`src/rtl/rts_pkg.sv`:
```
package rts_pkg;
  typedef enum logic {
    PM_GPIO = 1'b0,
    PM_RTS  = 1'b1
  } pin_mode_e;

  localparam int unsigned DEF_PINS   = 3;
  localparam int unsigned DEF_STAGES = 2;
endpackage

```
`src/rtl/rts_sync.sv`:
```
module rts_sync #(
  parameter int unsigned STAGES = 2
) (
  input  logic clk,
  input  logic rst,
  input  logic din,
  output logic dout
);
  logic [STAGES-1:0] chain;

  // idle level of an active-low pin is high
  always_ff @(posedge clk) begin
    if (rst) chain <= '1;
    else     chain <= {chain[STAGES-2:0], din};
  end

  assign dout = chain[STAGES-1];
endmodule

```
`src/rtl/rts_cfg.sv`:
```
module rts_cfg #(
  parameter int unsigned NUM_PINS = 3
) (
  input  logic                clk,
  input  logic                rst,
  input  logic                cfg_mode,
  input  logic                wr_en,
  input  logic [NUM_PINS-1:0] wr_data,
  output logic [NUM_PINS-1:0] mode_q
);
  import rts_pkg::*;

  always_ff @(posedge clk) begin
    if (rst)                    mode_q <= {NUM_PINS{PM_GPIO}};
    else if (cfg_mode && wr_en) mode_q <= wr_data;
  end


  mode_lock_chk: assert property (@(posedge clk) disable iff (rst)
    !(cfg_mode && wr_en) |=> $stable(mode_q));
endmodule

```
`src/rtl/rts_fall.sv`:
```
module rts_fall #(
  parameter int unsigned NUM_PINS = 3
) (
  input  logic                clk,
  input  logic                rst,
  input  logic [NUM_PINS-1:0] lvl,
  input  logic [NUM_PINS-1:0] mode,
  output logic [NUM_PINS-1:0] req_q
);
  import rts_pkg::*;

  logic [NUM_PINS-1:0] prev_q;
  logic [NUM_PINS-1:0] fall;

  always_comb begin
    for (int i = 0; i < NUM_PINS; i++)
      fall[i] = prev_q[i] && !lvl[i] && (mode[i] == PM_RTS);
  end

  always_ff @(posedge clk) begin
    if (rst) begin
      prev_q <= '1;
      req_q  <= '0;
    end else begin
      prev_q <= lvl;
      req_q  <= fall;
    end
  end


  req_after_low_chk: assert property (@(posedge clk) disable iff (rst)
    |req_q |-> ((req_q & $past(lvl)) == '0));
endmodule

```
`src/rtl/rts_pin_if.sv`:
```
module rts_pin_if #(
  parameter int unsigned NUM_PINS    = rts_pkg::DEF_PINS,
  parameter int unsigned SYNC_STAGES = rts_pkg::DEF_STAGES
) (
  input  logic                clk,
  input  logic                rst,
  input  logic [NUM_PINS-1:0] pin_n,
  input  logic                cfg_mode,
  input  logic                cfg_wr,
  input  logic [NUM_PINS-1:0] cfg_wdata,
  output logic [NUM_PINS-1:0] mode_q,
  output logic [NUM_PINS-1:0] pin_level,
  output logic [NUM_PINS-1:0] req_set
);
  logic [NUM_PINS-1:0] sync_lvl;

  for (genvar g = 0; g < NUM_PINS; g++) begin : g_pin
    rts_sync #(.STAGES(SYNC_STAGES)) u_sync (
      .clk  (clk),
      .rst  (rst),
      .din  (pin_n[g]),
      .dout (sync_lvl[g])
    );
  end

  rts_cfg #(.NUM_PINS(NUM_PINS)) u_cfg (
    .clk      (clk),
    .rst      (rst),
    .cfg_mode (cfg_mode),
    .wr_en    (cfg_wr),
    .wr_data  (cfg_wdata),
    .mode_q   (mode_q)
  );

  rts_fall #(.NUM_PINS(NUM_PINS)) u_fall (
    .clk   (clk),
    .rst   (rst),
    .lvl   (sync_lvl),
    .mode  (mode_q),
    .req_q (req_set)
  );

  assign pin_level = sync_lvl;


  one_cycle_chk: assert property (@(posedge clk) disable iff (rst)
    |req_set |=> ((req_set & $past(req_set)) == '0));


  gpio_silent_chk: assert property (@(posedge clk) disable iff (rst)
    |req_set |-> ((req_set & ~$past(mode_q)) == '0));
endmodule

```
`config.mk`:
```
export PLATFORM = sky130hd
export DESIGN_NAME = rts_pin_if
export DESIGN_NICKNAME = d
export VERILOG_FILES = /design/src/rtl/rts_pkg.sv /design/src/rtl/rts_sync.sv /design/src/rtl/rts_cfg.sv /design/src/rtl/rts_fall.sv /design/src/rtl/rts_pin_if.sv
export SDC_FILE = /design/constraint.sdc
export NUM_CORES = 1
export LEC_CHECK = 0
export ABC_AREA = 1
export BUFFER_PORTS_ARGS = -buffer_cell sky130_fd_sc_hd__buf_4
export CORE_AREA = 5 5 42 44
export DETAILED_ROUTE_END_ITERATION = 6
export DIE_AREA = 0 0 47 49
export GPL_TIMING_DRIVEN = 1
export PLACE_DENSITY = 0.62
export RECOVER_POWER = 25
export REMOVE_ABC_BUFFERS = 1
export SLEW_MARGIN = 20
export SYNTH_ARGS = -nofsm -noshare
export SYNTH_HDL_FRONTEND = slang
export SYNTH_SLANG_ARGS = --single-unit
```
`constraint.sdc`:
```
create_clock -name clk -period 1.65 [get_ports clk]
set_input_delay 0.165 -clock clk [delete_from_list [all_inputs] [get_ports clk]]
set_output_delay 0.165 -clock clk [all_outputs]
set_load 0.02 [all_outputs]
```
==> flow_metrics.py <==
metrics = {
    "sta": {
        "timing.final.max_slew_violations": 0,
        "setup_violations": 0,
        "hold_violations": 0,
        "worstMarginPinSlew_ns": 0.343,
        "holdWs_ns": 0.0619,
        "finClkSkew_ns": 0.000850,
        "fin_setup_tns_ns": 0,
        "timing.fmax_mhz": 1050,
        "worst_slack_ns": 0.694,
        "max_slew_margin": 0.772,
        "min_period_ns": 0.956,
        "rsz0062_at_grt": "no",
        "period_share": 0.580,
    },
    "finish": {
        "syn2layout_area_growth_pct": 31.8,
        "nNetsFinal": 80,
        "final_area_um2": 633,
        "finish.utilization": 0.452,
        "drive_above_1_share": 0.391,
        "final_cell_mix": "buf_4, dfxtp_1, nand2_1",
        "layout_commonest_cell": "buf_4",
        "nFillCells": 156,
        "antenna_cells": 0,
    },
    "clock_tree": {
        "post_cts.repair.setup_buffers": 0,
        "cts-htree-levels": 1,
        "cts-root-buf": "clkbuf_4",
        "clk_latency_ns": 0.27,
        "hold_buffers": 0,
        "clock_path_buffers": 2,
        "clkSlewWorstSetupHoldPaths_ns": 0.08,
        "cts_tree": "built",
        "cts_buffers": 3,
        "postCtsResizedCells": 0,
        "cts.sinks": 15,
    },
    "placement": {
        "post-place-ws_ns": 0.943,
        "place_area_um2": 613,
        "port_buffers": 18,
        "gp_congestion": 0.643,
    },
    "critical_path": {
        "path_cells": "buf_4",
        "worst-path-stages": 1,
        "slowest_delay_ns": 0.36,
        "worstPathMaxFanout": 3,
        "reg2reg_depth": 2,
        "worstSetupStartpointType": "flip-flop",
        "crit_type": "flip-flop to primary output",
        "path_buf_inv": 1,
        "setup.worst_path.start": "u_cfg.mode_q[1]",
        "cp_top_family": "flip-flops",
        "r2r_start": "g_pin[2].u_sync.chain[1]",
        "required_ns": 1.48,
        "worstPathArrival_ns": 0.79,
        "endpoint_kind": "primary output",
        "cpMaxStageDelayCell": "dfxtp_1",
    },
    "synth": {
        "yosys.area.top_type": "dfxtp_1",
        "yosysWarningCount": 0,
        "synth_area_um2": 480,
        "syn_area_per_cell_um2": 9.61,
        "synthCells": 50,
        "ys_seq_area_frac": 0.625,
        "synth_cell_type_count": 9,
        "synthTopCellsByArea": "dfxtp_1, nand2_1, or2_1, or2_4, buf_4",
        "ys_ff_latch": 15,
        "yosysTopAreaCellShare": 0.625,
    },
    "job": {
        "drv_cap": 0,
    },
    "global_route": {
        "grt_pass1_wl_um": 1280,
        "grt_overflow_total": 0,
        "grt_max_degree": 11,
        "grt_pass1_vias": 330,
        "grt_use_total": 0.0785,
        "antenna_found_initial": 0,
    },
    "die": {
        "die_height_um": 49,
        "fp.dieW_um": 47,
        "io_pins": 19,
        "initial_core_util": 0.343,
        "dieArea_um2": 2300,
        "num_rows": 14,
        "core_um2": 1400,
    },
    "hold_path": {
        "hold_start": "pin_n[2]",
        "hold_path_class": "input port to flip-flop",
        "worst_hold_path.num_cells": 2,
    },
    "route": {
        "wl_per_cell_um": 8.91,
        "drt_iter0_markers": 1,
        "ant_nets": 0,
        "wl_um": 757,
        "vias": 337,
        "drc": 0,
        "via_per_inst": 3.96,
        "first_pass_iters": 2,
    },
    "pwr": {
        "leakage_nw": 0.296,
        "vdd_drop_max_uv": 503,
        "powerDensity_nw_per_um2": 1020,
    },
    "status": {
        "outcome": "complete, no violations",
    },
}
area by class of cell:
cell class | count | area, um^2 | share of cell area
inverters | 4 | 15.0 | 0.0237
clock buffers | 4 | 26.3 | 0.0415
multi-input cells | 28 | 140 | 0.221
repair buffers | 18 | 131 | 0.208
well taps | 16 | 20.0 | 0.0316
flip-flops and latches | 15 | 300 | 0.474
path summary, 6_finish.rpt:
kind | to | slack (ns)
max reg2reg | u_fall.req_q[2] | 0.93
min reg2reg | g_pin[0].u_sync.chain[1] | 0.41
max | mode_q[1] | 0.69
min | g_pin[2].u_sync.chain[0] | 0.06
metrics by stage:
| step | power, mW | cells |
|---|---|---|
| finish | 0.647 | 85 |
| global route | 0.680 | 85 |
| CTS | 0.662 | 85 |
| detailed placement | 0.457 | 81 |
| global placement | 0.456 | 81 |
| floorplan | 0.422 | 47 |
cell usage after synthesis (all sizes together):
| master | n |
|---|---|
| buf | 3 |
| dfxtp | 15 |
| inv | 4 |
| nand2 | 10 |
| nor2 | 9 |
| or2 | 9 |
state kept, by name, summed over array words and instances, names as in the netlist:
register            count
u_fall.req_q            3
u_fall.prev_q           3
u_cfg.mode_q            3
g_pin.u_sync.chain      6
power by group:
| part | switching [mW] | internal, mW | leakage, nW | total (mW) |
|---|---|---|---|---|
| logic | 0.0307 | 0.0329 | 0.158 | 0.0635 |
| registers | 0.00616 | 0.376 | 0.123 | 0.382 |
| clock network | 0.108 | 0.0936 | 0.0150 | 0.201 |
logic make-up after synthesis:
kind of cell,share of synthesized area
and+or+nand+nor,0.297
DFF,0.625
buffers and inverters,0.0781
per-layer routing:
layer / routed length (um) / GRT usage / up-vias
met5: 0 / 0 / -
met4: 0 / 0.0691 / 0
met3: 92 / 0.0295 / 0
met2: 315 / 0.106 / 13
met1: 349 / 0.0913 / 143
li1: - / - / 181
(Power assumes the default switching activity.)
